--- config.mk ---
export PLATFORM = sky130hd
export DESIGN_NAME = staged_reset_seq
export DESIGN_NICKNAME = d
export VERILOG_FILES = /design/src/rtl/rstseq_pkg.sv /design/src/rtl/rstseq_sync.sv /design/src/rtl/rstseq_gap_timer.sv /design/src/rtl/rstseq_ctrl.sv /design/src/rtl/staged_reset_seq.sv
export SDC_FILE = /design/constraint.sdc
export NUM_CORES = 1
export LEC_CHECK = 0
export BUFFER_PORTS_ARGS = -buffer_cell sky130_fd_sc_hd__buf_2
export CAP_MARGIN = 40
export CORE_AREA = 3 3 51 53
export CTS_CLUSTER_DIAMETER = 80
export DETAILED_ROUTE_END_ITERATION = 6
export DIE_AREA = 0 0 54 56
export PLACE_DENSITY = 0.46
export REMOVE_ABC_BUFFERS = 1
export SLEW_MARGIN = 10
export SYNTH_ARGS = -nofsm -noshare
export SYNTH_HDL_FRONTEND = slang
export SYNTH_HIERARCHICAL = 1
export SYNTH_SLANG_ARGS = --single-unit
--- constraint.sdc ---
create_clock -name clk -period 1.5 [get_ports clk]
set_input_delay 0.45 -clock clk [delete_from_list [all_inputs] [get_ports clk]]
set_output_delay 0.45 -clock clk [all_outputs]
set_load 0.01 [all_outputs]
--- src/rtl/rstseq_pkg.sv ---
package rstseq_pkg;

  typedef enum logic [1:0] {
    SEQ_HOLD = 2'd0,
    SEQ_GAP  = 2'd1,
    SEQ_DONE = 2'd2
  } seq_state_e;

endpackage

--- src/rtl/rstseq_sync.sv ---
module rstseq_sync #(
  parameter int STAGES = 2
) (
  input  logic clk,
  input  logic arst_in,
  output logic sync_rst_o
);

  logic [STAGES-1:0] chain_q;

  always_ff @(posedge clk or posedge arst_in) begin
    if (arst_in) chain_q <= '1;
    else         chain_q <= {chain_q[STAGES-2:0], 1'b0};
  end

  assign sync_rst_o = chain_q[STAGES-1];

  // the synchronized reset never clears while the raw request is active
  assert_sync_follows_R2: assert property (@(posedge clk) disable iff (arst_in)
    $past(arst_in) |-> sync_rst_o);

endmodule

--- src/rtl/rstseq_gap_timer.sv ---
module rstseq_gap_timer #(
  parameter int GAP = 16
) (
  input  logic clk,
  input  logic arst_in,
  input  logic clear_i,
  input  logic run_i,
  output logic expire_o
);

  localparam int CW = $clog2(GAP + 1);
  localparam logic [CW-1:0] LAST = CW'(GAP - 1);

  logic [CW-1:0] cnt_q;

  assign expire_o = run_i && (cnt_q == LAST);

  always_ff @(posedge clk or posedge arst_in) begin
    if (arst_in)       cnt_q <= '0;
    else if (clear_i)  cnt_q <= '0;
    else if (expire_o) cnt_q <= '0;
    else if (run_i)    cnt_q <= cnt_q + 1'b1;
  end

  // the gap counter never runs beyond its terminal value
  assert_gap_bound_R4: assert property (@(posedge clk) disable iff (arst_in)
    cnt_q <= LAST);

endmodule

--- src/rtl/rstseq_ctrl.sv ---
module rstseq_ctrl
  import rstseq_pkg::*;
#(
  parameter int NUM_GROUPS = 3,
  parameter int GAP        = 16
) (
  input  logic                  clk,
  input  logic                  arst_in,
  input  logic                  sync_rst_i,
  input  logic                  lock_ok_i,
  output logic [NUM_GROUPS-1:0] grp_rst_o,
  output logic                  done_o
);

  localparam int IW = $clog2(NUM_GROUPS + 1);
  localparam logic [IW-1:0] LAST_IDX = IW'(NUM_GROUPS - 1);

  seq_state_e            state_q;
  logic [IW-1:0]         idx_q;
  logic                  start;
  logic                  expire;
  logic [NUM_GROUPS-1:0] rel_pulse;
  logic [NUM_GROUPS-1:0] grp_q;
  logic                  done_q;

  assign start = (state_q == SEQ_HOLD) && !sync_rst_i && lock_ok_i;

  rstseq_gap_timer #(.GAP(GAP)) u_timer (
    .clk      (clk),
    .arst_in  (arst_in),
    .clear_i  (start),
    .run_i    (state_q == SEQ_GAP),
    .expire_o (expire)
  );

  always_ff @(posedge clk or posedge arst_in) begin
    if (arst_in) begin
      state_q <= SEQ_HOLD;
      idx_q   <= '0;
    end else begin
      case (state_q)
        SEQ_HOLD: if (start) begin
          idx_q   <= IW'(1);
          state_q <= (NUM_GROUPS > 1) ? SEQ_GAP : SEQ_DONE;
        end
        SEQ_GAP: if (expire) begin
          if (idx_q == LAST_IDX) state_q <= SEQ_DONE;
          else                   idx_q   <= idx_q + 1'b1;
        end
        default: state_q <= SEQ_DONE;
      endcase
    end
  end

  genvar g;
  generate
    for (g = 0; g < NUM_GROUPS; g++) begin : g_grp
      if (g == 0) begin : g_first
        assign rel_pulse[g] = start;
      end else begin : g_later
        assign rel_pulse[g] = expire && (idx_q == IW'(g));
        // a later group is only released after the group before it
        assert_release_order_R10: assert property (@(posedge clk) disable iff (arst_in)
          !grp_rst_o[g] |-> !grp_rst_o[g-1]);
      end

      always_ff @(posedge clk or posedge arst_in) begin
        if (arst_in)           grp_q[g] <= 1'b1;
        else if (rel_pulse[g]) grp_q[g] <= 1'b0;
      end

      // once released, a group stays released
      assert_stay_released_R9: assert property (@(posedge clk) disable iff (arst_in)
        !grp_rst_o[g] |=> !grp_rst_o[g]);
    end
  endgenerate

  always_ff @(posedge clk or posedge arst_in) begin
    if (arst_in)                       done_q <= 1'b0;
    else if (rel_pulse[NUM_GROUPS-1])  done_q <= 1'b1;
  end

  assign grp_rst_o = grp_q;
  assign done_o    = done_q;

  // the first release only happens when ready was seen at that edge
  assert_lock_gate_R3: assert property (@(posedge clk) disable iff (arst_in)
    $fell(grp_rst_o[0]) |-> $past(lock_ok_i));

  // completion flag never shows while the last group is held
  assert_done_low_R6: assert property (@(posedge clk) disable iff (arst_in)
    done_o |-> !grp_rst_o[NUM_GROUPS-1]);

  // completion flag rises together with the last release
  assert_done_with_last_R6: assert property (@(posedge clk) disable iff (arst_in)
    $fell(grp_rst_o[NUM_GROUPS-1]) |-> $rose(done_o));

endmodule

--- src/rtl/staged_reset_seq.sv ---
module staged_reset_seq #(
  parameter int GAP_CYCLES  = 16,
  parameter int SYNC_STAGES = 2
) (
  input  logic clk,
  input  logic ext_rst_in,
  input  logic lock_ok_i,
  output logic rst_bus_o,
  output logic rst_periph_o,
  output logic rst_cpu_o,
  output logic seq_done_o
);

  localparam int NGRP = 3;
  localparam int MW   = $clog2(GAP_CYCLES + 2);
  localparam logic [MW-1:0] MSAT = MW'(GAP_CYCLES + 1);

  logic            sync_rst;
  logic [NGRP-1:0] grp_rst;

  rstseq_sync #(.STAGES(SYNC_STAGES)) u_sync (
    .clk        (clk),
    .arst_in    (ext_rst_in),
    .sync_rst_o (sync_rst)
  );

  rstseq_ctrl #(.NUM_GROUPS(NGRP), .GAP(GAP_CYCLES)) u_ctrl (
    .clk        (clk),
    .arst_in    (ext_rst_in),
    .sync_rst_i (sync_rst),
    .lock_ok_i  (lock_ok_i),
    .grp_rst_o  (grp_rst),
    .done_o     (seq_done_o)
  );

  assign rst_bus_o    = grp_rst[0];
  assign rst_periph_o = grp_rst[1];
  assign rst_cpu_o    = grp_rst[2];

  // Checker counters: how long each earlier group has been out of reset
  logic [MW-1:0] chk_bus_low, chk_per_low;

  always_ff @(posedge clk or posedge ext_rst_in) begin
    if (ext_rst_in)                chk_bus_low <= '0;
    else if (rst_bus_o)            chk_bus_low <= '0;
    else if (chk_bus_low != MSAT)  chk_bus_low <= chk_bus_low + 1'b1;
  end

  always_ff @(posedge clk or posedge ext_rst_in) begin
    if (ext_rst_in)                chk_per_low <= '0;
    else if (rst_periph_o)         chk_per_low <= '0;
    else if (chk_per_low != MSAT)  chk_per_low <= chk_per_low + 1'b1;
  end

  // peripheral release lands exactly one gap after the bus release
  assert_periph_gap_R4: assert property (@(posedge clk) disable iff (ext_rst_in)
    $fell(rst_periph_o) |-> chk_bus_low == MW'(GAP_CYCLES));

  // processor release lands exactly one gap after the peripheral release
  assert_cpu_gap_R5: assert property (@(posedge clk) disable iff (ext_rst_in)
    $fell(rst_cpu_o) |-> chk_per_low == MW'(GAP_CYCLES));

  // right after a request ends, every output is still asserted
  assert_held_after_req_R1: assert property (@(posedge clk) disable iff (ext_rst_in)
    $past(ext_rst_in) |-> (rst_bus_o && rst_periph_o && rst_cpu_o && !seq_done_o));

  // the bus release needs two clean synchronizer edges first
  assert_sync_delay_R2: assert property (@(posedge clk) disable iff (ext_rst_in)
    $fell(rst_bus_o) |-> (!$past(ext_rst_in) && !$past(ext_rst_in, 2)));

endmodule

==> results of run 1 <==
## flip-flops by register name (all words and copies together) (netlist names)
register / flops
u_ctrl/state_q: 2
u_ctrl/u_timer/cnt_q: 5
u_sync/chain_q: 2
u_ctrl/grp_rst_o: 3
u_ctrl/idx_q: 2
u_ctrl/done_o: 1
## stage by stage
| stage | worst slack, ns | utilization [%] | instance area [sq um] | setup TNS, ns |
|---|---|---|---|---|
| final | 0.111 | 37.7 | 827 | 0 |
| after global placement | 0.109 | 35.2 | 772 | 0 |
| after detailed placement | 0.111 | 35.2 | 772 | 0 |
| after CTS | 0.0790 | 36.5 | 800 | 0 |
| after global routing | -0.00648 | 37.7 | 827 | -0.00648 |
| after floorplan | -0.137 | - | 662 | -0.242 |
## path summary, 6_finish.rpt
path / start / end / slack (ns) / cells after the start
worst min-delay path: ext_rst_in / u_ctrl/u_timer/cnt_q[0] / 0.09 / 2
worst max-delay path: u_ctrl/grp_rst_o[2] / rst_cpu_o / 0.11 / 1
min in group clk: u_sync/chain_q[0] / u_sync/chain_q[1] / 0.36 / 0
max in group asynchronous: ext_rst_in / u_ctrl/grp_rst_o[1] / 1.10 / 2
worst max register to register: u_ctrl/u_timer/cnt_q[1] / u_ctrl/idx_q[0] / 0.12 / 6
worst min register to register: u_sync/chain_q[0] / u_sync/chain_q[1] / 0.36 / 0
## final cells by class
class / count / area (sq um)
fill: 225 / 1360
sequential: 15 / 382
clock inverter: 1 / 5.00
tap: 28 / 35.0
multi-input combinational: 34 / 274
inverter: 5 / 18.8
timing repair buffer: 14 / 90.1
clock buffer: 3 / 22.5
## cell usage after synthesis
master    number
dfrtp_1       10
dfstp_2        5
inv_1          5
nand2b_1       4
ha_1           3
a21oi_1        2
nand2_1        2
nand4_1        2
nor2_1         2
nor2b_1        2
xor2_1         2
a21boi_0       1
a21o_1         1
a21oi_2        1
a31o_2         1
and2_1         1
and3b_1        1
and4bb_1       1
conb_1         1
nand3_1        1
nand3b_1       1
nand4b_1       1
nor3_1         1
nor3_2         1
nor4b_4        1
o31ai_1        1
## power breakdown
group	switching (mW)	internal (mW)
sequential	0.0797	0.506
clock	0.134	0.0989
combinational	0.192	0.238
total	0.406	0.843
## layer usage
| metal | vias to the layer above | track usage (%) | routed length [um] |
|---|---|---|---|
| met4 | 0 | 4.27 | 9 |
| li1 | 217 | - | - |
| met2 | 5 | 12.5 | 492 |
| met3 | 2 | 3.49 | 41 |
| met5 | - | 0 | 0 |
| met1 | 206 | 13.0 | 611 |
## cell families (layout without fill, tap and decap cells)
family,count (synthesis),count (layout),share of synthesized area [%]
compound gates,7,7,7.56
xor+xnor,2,2,2.65
fa+ha+maj,3,3,5.67
buf+inv,5,23,2.84
flops,15,15,57.7
other cells,1,1,0.567
simple gates,21,21,23.1
## timing repair
item | in CTS | in global routing
hold endpoints to repair | 0 | 0
buffers inserted | 0 | 2
endpoints found under the setup margin | 0 | 3
resized for setup | 0 | 5
==> flow_summary_export.csv, run 1 <==
group,metric,value,unit
pwr,ir_worst_vdd,0.686,mV
drt,vias,430,
hold_path,holdCritPathClass,"primary input to asynchronous set/reset pin",
drt,drtPass1Iterations,3,
global_routing,antenna_found_initial,0,
floorplan,start_util,30.2,%
critical_path,crit_family,"flip-flops",
clocking,clk_pin_slew,0.09,ns
yosys,synth_area_leaders,"dfrtp_1, dfstp_2, ha_1",
yosys,ys_seq_area_share,57.7,%
drt,avgRoutedWirePerCell,11.6,um
placement,place_inst,94,
global_routing,grt_pass1_wl,2.07,mm
finish,antennaDiodeCount,0,
timing,holdWs,0.0868,ns
global_routing,first_global_vias,477,
placement,numPortBuffers,6,
clocking,numCtsBuffers,3,
run,max-cap-violations,0,
timing,min_period,1.39,ns
clocking,ctsHoldBuffers,0,
floorplan,die_h,56,um
yosys,yosys.area.top_type,"dfrtp_1",
drt,drc,0,
finish,nNetsFinal,79,
drt,first_iter_violations,5,
placement,gp_congestion,0.724,
yosys,ys_ff_latch,15,
finish,mostFrequentLayoutCells,"dfrtp_1, buf_4, buf_2",
clocking,ctsRootBufferMaster,"clkbuf_4",
timing,final-setup-viol-count,0,
finish,final_common_cell,"dfrtp_1",
global_routing,grt_start_max_net_pins,10,
clocking,clockBufferDepth,2,
critical_path,required,1.05,ns
critical_path,crit_path_end_kind,"output pin",
global_routing,gr-total-overflow,0,
finish,syn_to_final_growth,25.0,%
timing,hold_viol,0,
placement,hpwl,879,um
timing,finalCritPeriodShare,92.6,%
clocking,cts.sinks,15,
floorplan,rows,17,
timing,fmax,720,MHz
drt,vias_per_cell,4.30,
critical_path,crit_buf_inv,1,
timing,slew_viol_final,0,
clocking,htree_levels,1,
pwr,total_power,1.25,mW
critical_path,slowest_stage,"dfstp_2",
floorplan,io_pins,7,
pwr,p_leak,0.404,nW
pwr,power.density,1510,mW/mm^2
yosys,yosys_warnings,6,
timing,final.setup_skew,0.00139,ns
critical_path,cp_cell_sequence,"buf_2",
yosys,netlist.area_leader.share,37.8,%
finish,instances_no_fill,100,
clocking,insertion_delay,0.28,ns
critical_path,worstPathArrival,0.94,ns
clocking,cts_tree,"yes",
yosys,netlist_area,662,sq um
floorplan,dieArea,0.00302,sq mm
yosys,syn_inst,54,
status,status,"finished clean",
critical_path,max_stage_delay,0.54,ns
critical_path,critPathLaunchType,"flip-flop",
critical_path,critPathKind,"flip-flop to output pin",
critical_path,path_max_fanout,2,
global_routing,track_usage,9.30,%
floorplan,core-area,0.00219,sq mm
yosys,synthDistinctLibCells,26,
drt,antenna_left,0,
finish,drive_gt1_share,44.4,%
drt,drt-total-wl,1.16,mm
yosys,avgSynthCellArea,12.3,sq um
floorplan,dieWidth,54,um
Note: power is estimated with default switching activity, not from simulation.
==> inputs of run 2 (changes only) <==
--- a/config.mk
+++ b/config.mk
@@ -11,9 +11,9 @@
 export CTS_CLUSTER_DIAMETER = 80
 export DETAILED_ROUTE_END_ITERATION = 6
 export DIE_AREA = 0 0 54 56
+export HOLD_SLACK_MARGIN = 0.1
 export PLACE_DENSITY = 0.46
 export REMOVE_ABC_BUFFERS = 1
-export SLEW_MARGIN = 10
 export SYNTH_ARGS = -nofsm -noshare
 export SYNTH_HDL_FRONTEND = slang
 export SYNTH_HIERARCHICAL = 1
==> constraint.sdc (replaced) <==
create_clock -name clk -period 1.5 [get_ports clk]
set_input_delay 0.225 -clock clk [delete_from_list [all_inputs] [get_ports clk]]
set_output_delay 0.225 -clock clk [all_outputs]
set_load 0.01 [all_outputs]
==> run 2 against run 1 <==
- combinational power about the same
- clock power about the same
- sequential share of layout area decreased by 0.55 points
- power grew 0.16%
- clock skew is essentially flat
- wire length rose by 1.0%
- global-route usage is 0.11 points higher
- largest cell class unchanged
- design area is 1.2% higher
- flip-flop and latch count did not move
- first-iteration DRC count rose by 20%
- non-clock buffer count up 1
- critical path type is now flip-flop to flip-flop
- utilization is 0.46 points higher
==> flow_summary_export.csv, run 2 (synthesis gave the netlist of run 1 again) <==
group,metric,value,unit
finish,drive_gt1_share,43.8,%
critical_path,crit_family,"simple AND/OR/NAND/NOR gates",
floorplan,core-area,0.00219,sq mm
critical_path,rrSetupSlack,0.12,ns
global_routing,gr-total-overflow,0,
finish,fillers,225,
placement,hpwl,879,um
critical_path,max_stage_delay,0.39,ns
global_routing,antenna_found_initial,0,
timing,finalCritPeriodShare,91.7,%
global_routing,first_global_vias,487,
placement,numPortBuffers,6,
critical_path,crit_buf_inv,0,
global_routing,grt_start_max_net_pins,10,
timing,fmax,727,MHz
timing,final.setup_skew,0.00156,ns
placement,place_inst,94,
pwr,ir_worst_vdd,0.685,mV
drt,drtPass1Iterations,2,
pwr,power_switching,0.406,mW
drt,vias_per_cell,4.34,
timing,min_period,1.38,ns
critical_path,path_max_fanout,4,
drt,antenna_left,0,
critical_path,r2r-start,"u_ctrl/u_timer/cnt_q[1]",
critical_path,rr_worst_depth,6,
timing,hold_viol,0,
pwr,clockPowerShare,18.5,%
finish,final_common_cell,"dfrtp_1",
timing,final-setup-viol-count,0,
placement,placed_area,772,sq um
pwr,p_comb_share,34.5,%
pwr,p_seq_share,47.0,%
drt,drc,0,
clocking,insertion_delay,0.28,ns
finish,design_area,837,sq um
placement,gp_congestion,0.724,
finish,finish.utilization,38.2,%
floorplan,dieArea,0.00302,sq mm
pwr,power.density,1490,mW/mm^2
timing,fin_ws,0.124,ns
pwr,swShare,32.5,%
finish,syn_to_final_growth,26.5,%
pwr,intPower,0.845,mW
finish,mostFrequentLayoutCells,"dfrtp_1, buf_4, buf_2",
timing,setup_tns,0,ns
pwr,total_power,1.25,mW
global_routing,track_usage,9.41,%
floorplan,dieWidth,54,um
clocking,clk_pin_slew,0.09,ns
finish,seq_area,382,sq um
clocking,cts.sinks,15,
placement,dp_slack,0.111,ns
critical_path,cp_cell_sequence,"ha_2 -> nand4_1 -> nor2_2 -> and4bb_2 -> nor3_1 -> a21oi_2",
critical_path,critPathKind,"flip-flop to flip-flop",
hold_path,whs_endpoint,"u_sync/chain_q[1]",
critical_path,critPathLaunchType,"flip-flop",
floorplan,io_pins,7,
critical_path,slowest_stage,"dfrtp_1",
clocking,ctsRootBufferMaster,"clkbuf_4",
floorplan,rows,17,
hold_path,whs_path_depth,0,
drt,first_iter_violations,6,
floorplan,die_h,56,um
finish,largest_reg_flops,5,
clocking,numCtsBuffers,3,
finish,multiInputGateArea,274,sq um
finish,max_flop_register,"u_ctrl/u_timer/cnt_q",
critical_path,crit_path_end_kind,"flip-flop",
drt,drt-total-wl,1.17,mm
status,status,"finished clean",
critical_path,rr_endpoint,"u_ctrl/idx_q[0]",
hold_path,holdCritPathClass,"flip-flop to flip-flop",
hold_path,min_from,"u_sync/chain_q[0]",
finish,instances_no_fill,101,
clocking,clockBufferDepth,2,
drt,avgRoutedWirePerCell,11.6,um
run,max-cap-violations,0,
timing,holdWs,0.362,ns
critical_path,worstPathArrival,1.59,ns
global_routing,grt_pass1_wl,2.10,mm
drt,vias,438,
clocking,cts_tree,"yes",
finish,antennaDiodeCount,0,
critical_path,required,1.72,ns
timing,slew_viol_final,0,
pwr,p_leak,0.409,nW
clocking,htree_levels,1,
finish,nNetsFinal,80,
floorplan,start_util,30.2,%
-- run 2: cell types whose count changed in the layout (fill, tap and decap cells not counted) --
cell	change
dlygate4sd3_1	+1
-- run 2: worst max-delay path by stage --
| stage | cells after the start | start | endpoint |
|---|---|---|---|
| 2_1_floorplan | 6 | u_ctrl/state_q[0] | u_ctrl/idx_q[0] |
| 3_3_place_gp | 6 | u_ctrl/state_q[1] | u_ctrl/state_q[0] |
| 3_5_place_dp | 6 | u_ctrl/u_timer/cnt_q[0] | u_ctrl/idx_q[1] |
| 4_1_cts | 6 | u_ctrl/u_timer/cnt_q[0] | u_ctrl/idx_q[1] |
| 5_1_grt | 6 | u_ctrl/u_timer/cnt_q[0] | u_ctrl/idx_q[1] |
| 6_report | 6 | u_ctrl/u_timer/cnt_q[1] | u_ctrl/idx_q[0] |
-- run 2: area by class of cell --
type | instances | share of cell area (%)
clock buffers | 3 | 2.69
clock inverters | 1 | 0.598
inverters | 5 | 2.24
multi-input cells | 34 | 32.7
flip-flops and latches | 15 | 45.6
well taps | 28 | 4.19
repair buffers | 15 | 12.0
-- run 2: what timing repair did --
item,4_1_cts,5_1_grt
buffers inserted,0,2
hold buffers,1,0
hold endpoints to repair,12,0
resized for setup,0,5
endpoints found under the setup margin,0,3
-- run 2: power groups by stage --
stage | sequential [mW] | combinational (mW) | clock [mW]
global route | 0.599 | 0.497 | 0.270
detailed placement | 0.594 | 0.383 | 0
finish | 0.587 | 0.432 | 0.232
CTS | 0.587 | 0.387 | 0.253
global placement | 0.592 | 0.380 | 0
floorplan | 0.589 | 0.258 | 0
-- run 2: layer usage --
layer  vias to the layer above  share of wire, %  global-route usage (%)  wire length [um]
met3                         0               3.6                    3.49                42
met1                       213                52                    13.0               610
met5                         -                 0                       0                 0
li1                        220                 -                       -                 -
met4                         0                 0                    4.27                 0
met2                         5                44                    12.8               514
-- run 2: worst reg2reg max path, cell delays in order (launching register included) --
cell and delay [ns]:
dfrtp_1 0.39, ha_2 0.19, nand4_1 0.11, nor2_2 0.15
and4bb_2 0.30, nor3_1 0.07, a21oi_2 0.09
